<file path="config.mk">
export PLATFORM = sky130hd
export DESIGN_NAME = spi_addr_slave
export DESIGN_NICKNAME = d
export VERILOG_FILES = /design/src/rtl/spi_addr_pkg.sv /design/src/rtl/spi_in_sync.sv /design/src/rtl/spi_shift_ctrl.sv /design/src/rtl/spi_wr_commit.sv /design/src/rtl/spi_addr_slave.sv
export SDC_FILE = /design/constraint.sdc
export NUM_CORES = 1
export LEC_CHECK = 0
export ABC_AREA = 1
export CORE_AREA = 4 4 67 69
export CTS_CLUSTER_DIAMETER = 200
export CTS_CLUSTER_SIZE = 10
export DETAILED_ROUTE_END_ITERATION = 10
export DIE_AREA = 0 0 71 73
export PLACE_DENSITY_LB_ADDON = 0.12
export SYNTH_ARGS = -nofsm -noshare
export SYNTH_HDL_FRONTEND = slang
export SYNTH_SLANG_ARGS = --single-unit
</file>
<file path="constraint.sdc">
create_clock -name clk -period 2 [get_ports clk]
set_input_delay 0.4 -clock clk [delete_from_list [all_inputs] [get_ports clk]]
set_output_delay 0.4 -clock clk [all_outputs]
set_load 0.01 [all_outputs]
</file>
<file path="src/rtl/spi_addr_pkg.sv">
package spi_addr_pkg;
  // indices into the synchronized control-pin history
  localparam int unsigned CTL_CS  = 0;
  localparam int unsigned CTL_SCK = 1;
  localparam int unsigned CTL_N   = 2;

  // one-bit edge helpers on a (current, previous) pair
  function automatic logic edge_up(input logic cur, input logic prv);
    return cur & ~prv;
  endfunction

  function automatic logic edge_dn(input logic cur, input logic prv);
    return ~cur & prv;
  endfunction
endpackage

</file>
<file path="src/rtl/spi_in_sync.sv">
module spi_in_sync #(
  parameter int unsigned W       = 1,
  parameter int unsigned STAGES  = 2,
  parameter int unsigned TAPS    = 1,
  parameter logic [W-1:0] RST    = '0
) (
  input  logic                      clk,
  input  logic                      rst_n,
  input  logic [W-1:0]              pin,
  output logic [W-1:0][TAPS-1:0]    tap
);
  localparam int unsigned DEPTH = STAGES + TAPS - 1;

  for (genvar b = 0; b < W; b++) begin : g_bit
    logic [DEPTH-1:0] pipe;
    always_ff @(posedge clk or negedge rst_n) begin
      if (!rst_n) pipe <= {DEPTH{RST[b]}};
      else        pipe <= {pipe[DEPTH-2:0], pin[b]};
    end
    // tap[b][0] is the synchronized level, higher taps are older copies
    assign tap[b] = pipe[DEPTH-1 -: TAPS];
  end
endmodule

</file>
<file path="src/rtl/spi_shift_ctrl.sv">
module spi_shift_ctrl #(
  parameter int unsigned FRAME_W = 8,
  parameter int unsigned ADDR_W  = 3,
  localparam int unsigned RD_W   = FRAME_W - ADDR_W,
  localparam int unsigned CNT_W  = $clog2(FRAME_W + 1)
) (
  input  logic               clk,
  input  logic               rst_n,
  input  logic               cs_lvl,
  input  logic               cs_fall,
  input  logic               cs_rise,
  input  logic               sck_rise,
  input  logic               mosi_lvl,
  input  logic [ADDR_W-1:0]  strap,
  input  logic [RD_W-1:0]    rd_word,
  output logic               bit_take,
  output logic               addr_chk,
  output logic               hit,
  output logic               frame_full,
  output logic [FRAME_W-1:0] frame_word,
  output logic [CNT_W-1:0]   bit_cnt,
  output logic               miso_d,
  output logic               miso_oe
);
  localparam logic [CNT_W-1:0] CNT_FULL = CNT_W'(FRAME_W);
  localparam logic [CNT_W-1:0] CNT_ADDR = CNT_W'(ADDR_W - 1);

  logic [RD_W-1:0] rd_sh;
  logic            addr_ok;
  logic            shift_out;

  // address formed by the bits already held plus the one arriving now
  function automatic logic addr_match(input logic [FRAME_W-1:0] sh,
                                      input logic din,
                                      input logic [ADDR_W-1:0] want);
    return {sh[ADDR_W-2:0], din} == want;
  endfunction

  // rising edges after the address on which the next MISO bit is moved up
  function automatic logic in_shift_slot(input logic [CNT_W-1:0] c);
    return (c >= CNT_W'(ADDR_W)) && (c < CNT_W'(FRAME_W - 1));
  endfunction

  assign frame_full = (bit_cnt == CNT_FULL);
  assign bit_take   = ~cs_lvl & sck_rise & ~frame_full;
  assign addr_chk   = bit_take & (bit_cnt == CNT_ADDR);
  assign addr_ok    = addr_match(frame_word, mosi_lvl, strap);
  assign shift_out  = bit_take & hit & in_shift_slot(bit_cnt);
  assign miso_d     = rd_sh[RD_W-1];

  always_ff @(posedge clk or negedge rst_n) begin
    if (!rst_n) begin
      bit_cnt    <= '0;
      frame_word <= '0;
      hit        <= 1'b0;
      miso_oe    <= 1'b0;
      rd_sh      <= '0;
    end else if (cs_fall) begin
      bit_cnt    <= '0;
      frame_word <= '0;
      hit        <= 1'b0;
      miso_oe    <= 1'b0;
    end else begin
      if (bit_take) begin
        frame_word <= {frame_word[FRAME_W-2:0], mosi_lvl};
        bit_cnt    <= bit_cnt + 1'b1;
      end
      if (addr_chk && addr_ok) begin
        hit     <= 1'b1;
        miso_oe <= 1'b1;
        rd_sh   <= rd_word;
      end else if (shift_out) begin
        rd_sh <= {rd_sh[RD_W-2:0], 1'b0};
      end
      if (cs_rise) begin
        hit     <= 1'b0;
        miso_oe <= 1'b0;
      end
    end
  end
endmodule

</file>
<file path="src/rtl/spi_wr_commit.sv">
module spi_wr_commit #(
  parameter int unsigned FRAME_W = 8
) (
  input  logic               clk,
  input  logic               rst_n,
  input  logic               commit,
  input  logic [FRAME_W-1:0] frame_word,
  output logic [FRAME_W-1:0] wr_word,
  output logic               wr_stb
);
  always_ff @(posedge clk or negedge rst_n) begin
    if (!rst_n) begin
      wr_word <= '0;
      wr_stb  <= 1'b0;
    end else begin
      wr_stb <= commit;
      if (commit) wr_word <= frame_word;
    end
  end
endmodule

</file>
<file path="src/rtl/spi_addr_slave.sv">
module spi_addr_slave #(
  parameter int unsigned FRAME_W     = 8,
  parameter int unsigned ADDR_W      = 3,
  parameter int unsigned SYNC_STAGES = 2,
  localparam int unsigned RD_W       = FRAME_W - ADDR_W,
  localparam int unsigned CNT_W      = $clog2(FRAME_W + 1)
) (
  input  logic               clk,
  input  logic               rst_n,
  input  logic               cs_n,
  input  logic               sck,
  input  logic               mosi,
  input  logic [ADDR_W-1:0]  strap_addr,
  input  logic [RD_W-1:0]    rd_word,
  output logic               miso_d,
  output logic               miso_oe,
  output logic [FRAME_W-1:0] wr_word,
  output logic               wr_stb
);
  import spi_addr_pkg::*;

  logic [CTL_N-1:0][1:0] ctl_tap;
  logic [0:0][0:0]       dat_tap;
  logic                  cs_lvl, cs_rise, cs_fall, sck_rise, mosi_lvl;
  logic                  bit_take, addr_chk, hit, frame_full, commit;
  logic [FRAME_W-1:0]    frame_word;
  logic [CNT_W-1:0]      bit_cnt;

  // chip select resets to idle-high, serial clock to low
  spi_in_sync #(.W(CTL_N), .STAGES(SYNC_STAGES), .TAPS(2),
                .RST(CTL_N'(1) << CTL_CS)) u_ctl_sync (
    .clk(clk), .rst_n(rst_n), .pin({sck, cs_n}), .tap(ctl_tap)
  );

  spi_in_sync #(.W(1), .STAGES(SYNC_STAGES), .TAPS(1), .RST(1'b0)) u_dat_sync (
    .clk(clk), .rst_n(rst_n), .pin(mosi), .tap(dat_tap)
  );

  assign cs_lvl   = ctl_tap[CTL_CS][0];
  assign cs_rise  = edge_up(ctl_tap[CTL_CS][0],  ctl_tap[CTL_CS][1]);
  assign cs_fall  = edge_dn(ctl_tap[CTL_CS][0],  ctl_tap[CTL_CS][1]);
  assign sck_rise = edge_up(ctl_tap[CTL_SCK][0], ctl_tap[CTL_SCK][1]);
  assign mosi_lvl = dat_tap[0][0];

  spi_shift_ctrl #(.FRAME_W(FRAME_W), .ADDR_W(ADDR_W)) u_shift (
    .clk(clk), .rst_n(rst_n), .cs_lvl(cs_lvl), .cs_fall(cs_fall),
    .cs_rise(cs_rise), .sck_rise(sck_rise), .mosi_lvl(mosi_lvl),
    .strap(strap_addr), .rd_word(rd_word), .bit_take(bit_take),
    .addr_chk(addr_chk), .hit(hit), .frame_full(frame_full),
    .frame_word(frame_word), .bit_cnt(bit_cnt), .miso_d(miso_d),
    .miso_oe(miso_oe)
  );

  assign commit = cs_rise & frame_full & hit;

  spi_wr_commit #(.FRAME_W(FRAME_W)) u_commit (
    .clk(clk), .rst_n(rst_n), .commit(commit), .frame_word(frame_word),
    .wr_word(wr_word), .wr_stb(wr_stb)
  );
endmodule

</file>
==> results.toml, run 1 <==
[critical_path]
rrSetupSlack_ns = 0.30
slowest_stage = "dfrtp_1"
crit_buf_inv = 1
r2r_start = "u_shift.bit_cnt[0]"
worst_setup_path_start_kind = "flip-flop"
cp-endpoint = "u_shift.frame_word[3]"
crit_top_cell = "nand2_1"
critical-path-top-delay-family = "simple AND/OR/NAND/NOR gates"
r2r_cells = 7
regToRegEndpoint = "u_shift.frame_word[3]"
crit_fanout = 11
startpoint = "u_shift.bit_cnt[0]"
required_ns = 2.21
arrival_ns = 1.90
critical_path_class = "flip-flop to flip-flop"
worst-path-stages = 7
worstSetupEndpointType = "flip-flop"
max_stage_delay_ns = 0.37
path_cells = "inv_1, ha_1, nand2_1, nor2_2, nor2_4, nand2_1, o22ai_1"

[yosys]
syn-cell-area_sq_um = 1540
syn-num-nets = 173
synth_top_area_cell = "dfrtp_1"
synth_area_leaders = "dfrtp_1 52%, nand2_1 9.5%, dfstp_2 5.1%"
yosys.area.top_type_share_pct = 52.0
netlist_instances = 155
syn_avg_cell_area_sq_um = 9.93
ys_warn_count = 0
seq_area_frac_synth_pct = 57.2
ys_ff_latch = 35
synth.distinct_cells = 26

[sta]
worst_slew_pin_slew_ns = 0.448
slew_headroom_pct = 70.1
max_freq_ghz = 0.589
fin_tns_setup_ns = 0
fin_crit_ns = 1.70
drv_slew = 0
min_period_over_period_pct = 84.9
setup_violations = 0
holdWs_ns = 0.348
rsz0062_at_grt = "no"
fin_worst_skew_ns = 0.00348
hold_violations = 0

[finish]
layout_common_cells = "39 x nand2_1, 32 x dfrtp_1, 23 x clkdlybuf4s50_1, 19 x inv_1, 11 x nor2_1"
seq_area_sq_um = 880
fin_util_pct = 49.0
drive_gt1_share_pct = 13.0
syn2layout_area_growth_pct = 24.6
fill_cells = 392
antennaDiodeCount = 0
fin_nets = 202
multiInputGateArea_sq_um = 556
layout_commonest_cell = "nand2_1"

[drt]
drt_iter0_markers = 23
vias = 1128
dr.pass1.iters = 4
drc = 0
wl_per_cell_um = 12.5
routed_wl_um = 2940
vias_per_cell = 4.80
ant_nets = 0

[place]
dp_hpwl_um = 2130
io_buffers = 23
gp_congestion = 0.729

[power_and_ir_drop]
p_leak_uw = 0.000918
ir_drop_v = 0.000450
power_density_nw_per_um2 = 732

[floorplan]
fp.dieH_um = 73
coreArea_sq_um = 3910
num_rows = 23
io_pins = 24
fp.dieArea_sq_um = 5180
die_width_um = 71
start_util_pct = 39.3

[job]
max-cap-violations = 0

[cts]
cts_root_buf = "clkbuf_8"
clock_sinks = 35
cts_resized = 0
path_clk_slew_ns = 0.07
cts_buffers = 5
cts_tree = "done"
ctsLongestPathBuffers = 2
h-tree-depth = 2
cts_hold_buf = 0
clock_latency_ns = 0.29
postCtsSetupBuffers = 0

[status]
status = "complete, no violations"

[min_path]
min_path_type = "flip-flop to flip-flop"

[global_route]
antenna_found_initial = 0
grt_max_degree = 36
groute.usage.overall_pct = 12.8
grt_pass1_vias = 1151
grt_pass1_wl_um = 5090
grt_overflow = 0
final cells by class:
cell class	count	share of cell area (%)
Clock buffer	7	5.02
Clock inverter	1	0.391
Inverter	21	4.11
Multi-Input combinational cell	97	29.0
Sequential cell	35	45.9
Tap cell	50	3.26
Timing Repair Buffer	24	12.4
where the power goes:
part	switching (uW)	internal (uW)	leakage [uW]
Sequential	9.72	726	0.000465
Clock	257	313	0.0000505
Combinational	58.2	39.7	0.000402
cell usage after synthesis, drive strengths merged:
cell and count:
nand2 41, dfrtp 32, inv 21, nor2 16, a21oi 10, o22ai 8
ha 5, nand3 5, nand4 4, dfstp 3, o21ai 3, a21boi 1
buf 1, clkbuf 1, nand3b 1, nor3 1, nor3b 1, xor2 1
stage by stage:
stage	power, uW	setup WS, ns	cell area, sq um	cells
floorplan	797	0.548	1540	155
global placement	846	0.201	1810	227
detailed placement	850	0.141	1810	227
CTS	1440	0.274	1920	235
global route	1470	0.118	1920	235
finish	1400	0.302	1920	235
flip-flops by register name, indices dropped and copies added (netlist names):
name	count
u_dat_sync.g_bit.pipe	2
u_commit.wr_word	8
u_shift.rd_sh	5
u_shift.frame_word	8
u_shift.bit_cnt	4
u_shift.hit	1
u_ctl_sync.g_bit.pipe	6
u_commit.wr_stb	1
routing by layer:
layer  global-route usage, %  part of all wire, %  up-vias
met1                    15.1                   46      548
li1                        -                    -      555
met2                    21.0                   47       19
met5                       0                    0        -
met4                    5.64                  1.9        0
met3                    4.96                  4.7        6
how the worst min path moves through the flow:
stage / start / end / slack, ns / cells after the start
global placement: u_ctl_sync.g_bit[1].pipe[0] / u_ctl_sync.g_bit[1].pipe[1] / 0.33 / 0
CTS: u_ctl_sync.g_bit[1].pipe[0] / u_ctl_sync.g_bit[1].pipe[1] / 0.35 / 0
floorplan: rst_n / u_commit.wr_stb / 0.10 / 0
finish: u_ctl_sync.g_bit[1].pipe[0] / u_ctl_sync.g_bit[1].pipe[1] / 0.35 / 0
global route: u_dat_sync.g_bit[0].pipe[0] / u_dat_sync.g_bit[0].pipe[1] / 0.37 / 0
detailed placement: u_ctl_sync.g_bit[1].pipe[0] / u_ctl_sync.g_bit[1].pipe[1] / 0.34 / 0
cell families (layout without fill, tap and decap cells):
kind of cell,after synthesis,in the layout,synth area share [%]
AO/OA/AOI/OAI,22,22,8.70
XOR/XNOR,1,1,0.569
adder cells (fa/ha/maj),5,5,4.07
buffers and inverters,23,53,6.75
flip-flops,35,35,57.2
AND/OR/NAND/NOR,69,69,22.8
worst reg2reg max path, stage by stage, from the launching register on:
cell and delay (ns):
dfrtp_1 0.37, inv_1 0.09, ha_1 0.20, nand2_1 0.07
nor2_2 0.05, nor2_4 0.31, nand2_1 0.29, o22ai_1 0.24
Power figures use the tool's default switching activity.
==> run 2: changes to the inputs <==
Clock period 2 ns to 1.6 ns, I/O delays scaled along.
==> results.toml, run 2 (synthesis gave the netlist of run 1 again) <==
[global_route]
grt_pass1_vias = 1208
antenna_found_initial = 0
grt_overflow = 0
grt_pass1_wl_um = 5460
grt_max_degree = 36
groute.usage.overall_pct = 13.8

[critical_path]
critical-path-top-delay-family = "buffers and inverters"
path_cells = "clkdlybuf4s50_1"
crit_buf_inv = 1
required_ns = 1.28
crit_fanout = 3
critical_path_class = "flip-flop to primary output"
max_stage_delay_ns = 0.54
worstSetupEndpointType = "primary output"
arrival_ns = 1.20
worst_setup_path_start_kind = "flip-flop"
slowest_stage = "clkdlybuf4s50_1"

[place]
io_buffers = 23
dp_slack_ns = -0.184
place_inst = 233
dp_hpwl_um = 2280
gp_congestion = 0.736

[floorplan]
fp.dieH_um = 73
num_rows = 23
fp.dieArea_sq_um = 5180
coreArea_sq_um = 3910
die_width_um = 71
start_util_pct = 39.3
io_pins = 24

[sta]
hold_violations = 0
slew_headroom_pct = 82.6
fin_worst_skew_ns = 0.00507
fin_crit_ns = 1.52
max_freq_ghz = 0.659
finalWorstSetupSlack_ns = 0.0833
setup_violations = 0
min_period_over_period_pct = 94.8
rsz0062_at_grt = "yes"
drv_slew = 0
worst_slew_pin_slew_ns = 0.261

[job]
max-cap-violations = 0

[cts]
ctsLongestPathBuffers = 2
cts_hold_buf = 0
h-tree-depth = 2
cts_buffers = 5
path_clk_slew_ns = 0.07
clock_sinks = 35
clock_latency_ns = 0.28
cts_tree = "done"
cts_root_buf = "clkbuf_8"

[drt]
wl_per_cell_um = 13.0
vias_per_cell = 4.80
drc = 0
ant_nets = 0
routed_wl_um = 3180
dr.pass1.iters = 4
drt_iter0_markers = 43
vias = 1171

[finish]
multiInputGateArea_sq_um = 603
antennaDiodeCount = 0
seq_area_sq_um = 880
reg_top3 = "u_commit.wr_word (8), u_shift.frame_word (8), u_ctl_sync.g_bit.pipe (6)"
fin_util_pct = 52.4
fin_nets = 211
syn2layout_area_growth_pct = 33.2
layout_commonest_cell = "nand2_1"
final_cells = 244
layout_common_cells = "35 x nand2_1, 32 x dfrtp_1, 23 x clkdlybuf4s50_1, 18 x inv_1, 11 x nor2_1"
fill_cells = 362
drive_gt1_share_pct = 20.6

[power_and_ir_drop]
ir_drop_v = 0.000720
power.total_uw = 1780
p_leak_uw = 0.000983
power_density_nw_per_um2 = 870

[min_path]
min_path_type = "flip-flop to flip-flop"

[status]
status = "complete, no violations"
==> run 2: where the power goes <==
part	switching (uW)	internal [uW]	leakage, uW
sequential	11.5	908	0.000465
clock	304	393	0.0000515
combinational	88.4	79.7	0.000466
total	404	1380	0.000983
==> run 2: what timing repair did <==
item,4_1_cts,5_1_grt
setup endpoints to repair,13,20
pin swaps,1,7
setup buffers,2,2
resized for setup,0,15
==> run 2: metal layers <==
metal  vias up  track usage, %  share of wire [%]
met1       559            15.1                 44
met5         -               0                  0
li1        569               -                  -
met2        33            23.7                 48
met3        10            4.41                4.4
met4         0            7.93                3.0
==> run 2: worst paths after layout <==
kind / end / slack (ns) / cells after the start / start
worst max-delay path: miso_oe / 0.08 / 1 / u_shift.hit
worst min-delay path: u_ctl_sync.g_bit[1].pipe[1] / 0.35 / 0 / u_ctl_sync.g_bit[1].pipe[0]
worst max register to register: u_shift.rd_sh[3] / 0.10 / 11 / u_shift.bit_cnt[0]
worst min register to register: u_ctl_sync.g_bit[1].pipe[1] / 0.35 / 0 / u_ctl_sync.g_bit[1].pipe[0]
max in group asynchronous: u_ctl_sync.g_bit[0].pipe[2] / 0.95 / 2 / rst_n
min in group asynchronous: u_dat_sync.g_bit[0].pipe[1] / 0.40 / 2 / rst_n
==> run 2: metrics by stage <==
step | area (sq um) | setup TNS, ns | hold slack, ns
after floorplan | 1540 | 0 | 0.0244
after global placement | 1870 | -0.568 | 0.332
after detailed placement | 1870 | -1.12 | 0.336
after CTS | 1990 | 0 | 0.352
after global routing | 2050 | -0.00945 | 0.365
final | 2050 | 0 | 0.348
==> run 2: cell type report <==
class / instances / share of cell area [%]
Tap cell: 50 / 3.05
Sequential cell: 35 / 42.9
Clock buffer: 8 / 4.88
Timing Repair Buffer: 33 / 15.9
Multi-Input combinational cell: 97 / 29.4
Inverter: 21 / 3.85
==> run 3: changes to the inputs <==
Settings changed: CORE_AREA 4 4 67 69 to 2 2 58 60, DIE_AREA 0 0 71 73 to 0 0 60 62.
==> results.toml, run 3 (synthesis gave the netlist of run 1 again) <==
[status]
status = "complete, no violations"

[critical_path]
required_ns = 1.88
worst_setup_path_start_kind = "flip-flop"
rrSetupSlack_ns = 0.06
critical_path_class = "flip-flop to flip-flop"
regToRegEndpoint = "u_shift.rd_sh[2]"
worstSetupEndpointType = "flip-flop"
r2r_cells = 10
r2r_start = "u_shift.bit_cnt[0]"
crit_fanout = 8
arrival_ns = 1.82

[floorplan]
coreArea_sq_um = 3180
start_util_pct = 48.4
num_rows = 21
fp.dieArea_sq_um = 3720
die_width_um = 60
io_pins = 24
fp.dieH_um = 62

[drt]
drc = 0
vias = 1147
ant_nets = 0
wl_per_cell_um = 12.2
dr.pass1.iters = 5
vias_per_cell = 4.74
routed_wl_um = 2960
drt_iter0_markers = 32

[power_and_ir_drop]
p_leak_uw = 0.00116
power_density_nw_per_um2 = 895
ir_drop_v = 0.000627

[sta]
setup_violations = 0
drv_slew = 0
fin_crit_ns = 1.54
hold_violations = 0
finalWorstSetupSlack_ns = 0.0582
worst_slew_pin_slew_ns = 0.293
max_freq_ghz = 0.649
min_period_over_period_pct = 96.4
rsz0062_at_grt = "yes"
fin_worst_skew_ns = 0.0109
fin_tns_setup_ns = 0
slew_headroom_pct = 80.4

[place]
io_buffers = 23
dp_slack_ns = -0.196
gp_congestion = 0.820
dp_hpwl_um = 2050

[finish]
syn2layout_area_growth_pct = 35.7
layout_commonest_cell = "nand2_1"
fin_nets = 213
multiInputGateArea_sq_um = 596
seq_area_sq_um = 880
drive_gt1_share_pct = 21.9
layout_common_cells = "35 x nand2_1, 32 x dfrtp_1, 18 x inv_1, 14 x clkdlybuf4s50_1, 11 x nor2_1"
antennaDiodeCount = 0
fill_cells = 249
reg_top3 = "u_commit.wr_word (8), u_shift.frame_word (8), u_ctl_sync.g_bit.pipe (6)"

[cts]
path_clk_slew_ns = 0.11
clock_latency_ns = 0.33
cts_root_buf = "clkbuf_4"
cts_hold_buf = 0
h-tree-depth = 2
ctsLongestPathBuffers = 2
cts_buffers = 5
cts_tree = "done"
clock_sinks = 35

[min_path]
min_path_type = "input port to async pin"

[global_route]
grt_max_degree = 36
grt_pass1_wl_um = 4660
groute.usage.overall_pct = 17.4
grt_overflow = 0
grt_pass1_vias = 1074
antenna_found_initial = 0

[job]
max-cap-violations = 0
[run 3: final cells by class]
type,count,share of cell area (%)
multi-input cells,97,28.5
clock inverters,3,3.24
well taps,46,2.76
clock buffers,5,1.80
flip-flops and latches,35,42.1
repair buffers,35,17.8
inverters,21,3.77
[run 3: power breakdown]
group,leakage [uW],switching [uW],internal [uW]
clock,0.0000514,298,486
sequential,0.000465,11.4,907
combinational,0.000646,85.9,80.2
total,0.00116,396,1470
[run 3: per-stage QoR]
| stage | area, sq um | utilization [%] | power, uW | hold slack, ns | instances |
|---|---|---|---|---|---|
| 6_report | 2090 | 65.7 | 1870 | 0.336 | 242 |
| 5_1_grt | 2090 | 65.7 | 1950 | 0.328 | 242 |
| 4_1_cts | 2010 | 63.4 | 1880 | 0.328 | 241 |
| 3_5_place_dp | 1870 | 59.0 | 1080 | 0.337 | 230 |
| 3_3_place_gp | 1870 | 59.0 | 1070 | 0.332 | 230 |
| 2_1_floorplan | 1540 | - | 996 | 0.0244 | 155 |
[run 3: how the worst max path moves through the flow]
stage / from / endpoint / slack [ns] / cells past startpoint
after detailed placement: strap_addr[0] / u_shift.rd_sh[0] / -0.20 / 10
final: u_shift.bit_cnt[0] / u_shift.rd_sh[2] / 0.06 / 10
after global placement: strap_addr[0] / u_shift.rd_sh[3] / -0.11 / 10
after global routing: u_shift.bit_cnt[0] / u_shift.rd_sh[2] / -0.08 / 10
after floorplan: u_shift.bit_cnt[0] / u_shift.rd_sh[4] / 0.15 / 11
after CTS: u_commit.wr_word[6] / wr_word[6] / 0.006 / 1
[run 3: what timing repair did]
action	in CTS	in global routing
setup buffers	3	1
setup endpoints to repair	7	31
resized for setup	0	22
pin swaps	1	11
[run 3: worst max-delay path, cell delays in order, from the launching register on]
cell,delay (ns)
dfrtp_1,0.40
inv_2,0.07
ha_4,0.15
nand2_2,0.06
nor2_2,0.05
nor2_4,0.14
buf_12,0.13
nand3_4,0.13
a21oi_4,0.23
nand2_1,0.07
nand2_1,0.06
[run 3: routing by layer]
layer  part of all wire (%)  routed length (um)  global-route usage, %  vias up
li1                       -                   -                      -      577
met1                     41                1210                   20.9      541
met2                     53                1580                   29.8       25
met3                    4.8                 141                   5.18        4
met4                    1.1                  32                   6.67        0
met5                      0                   0                      0        -
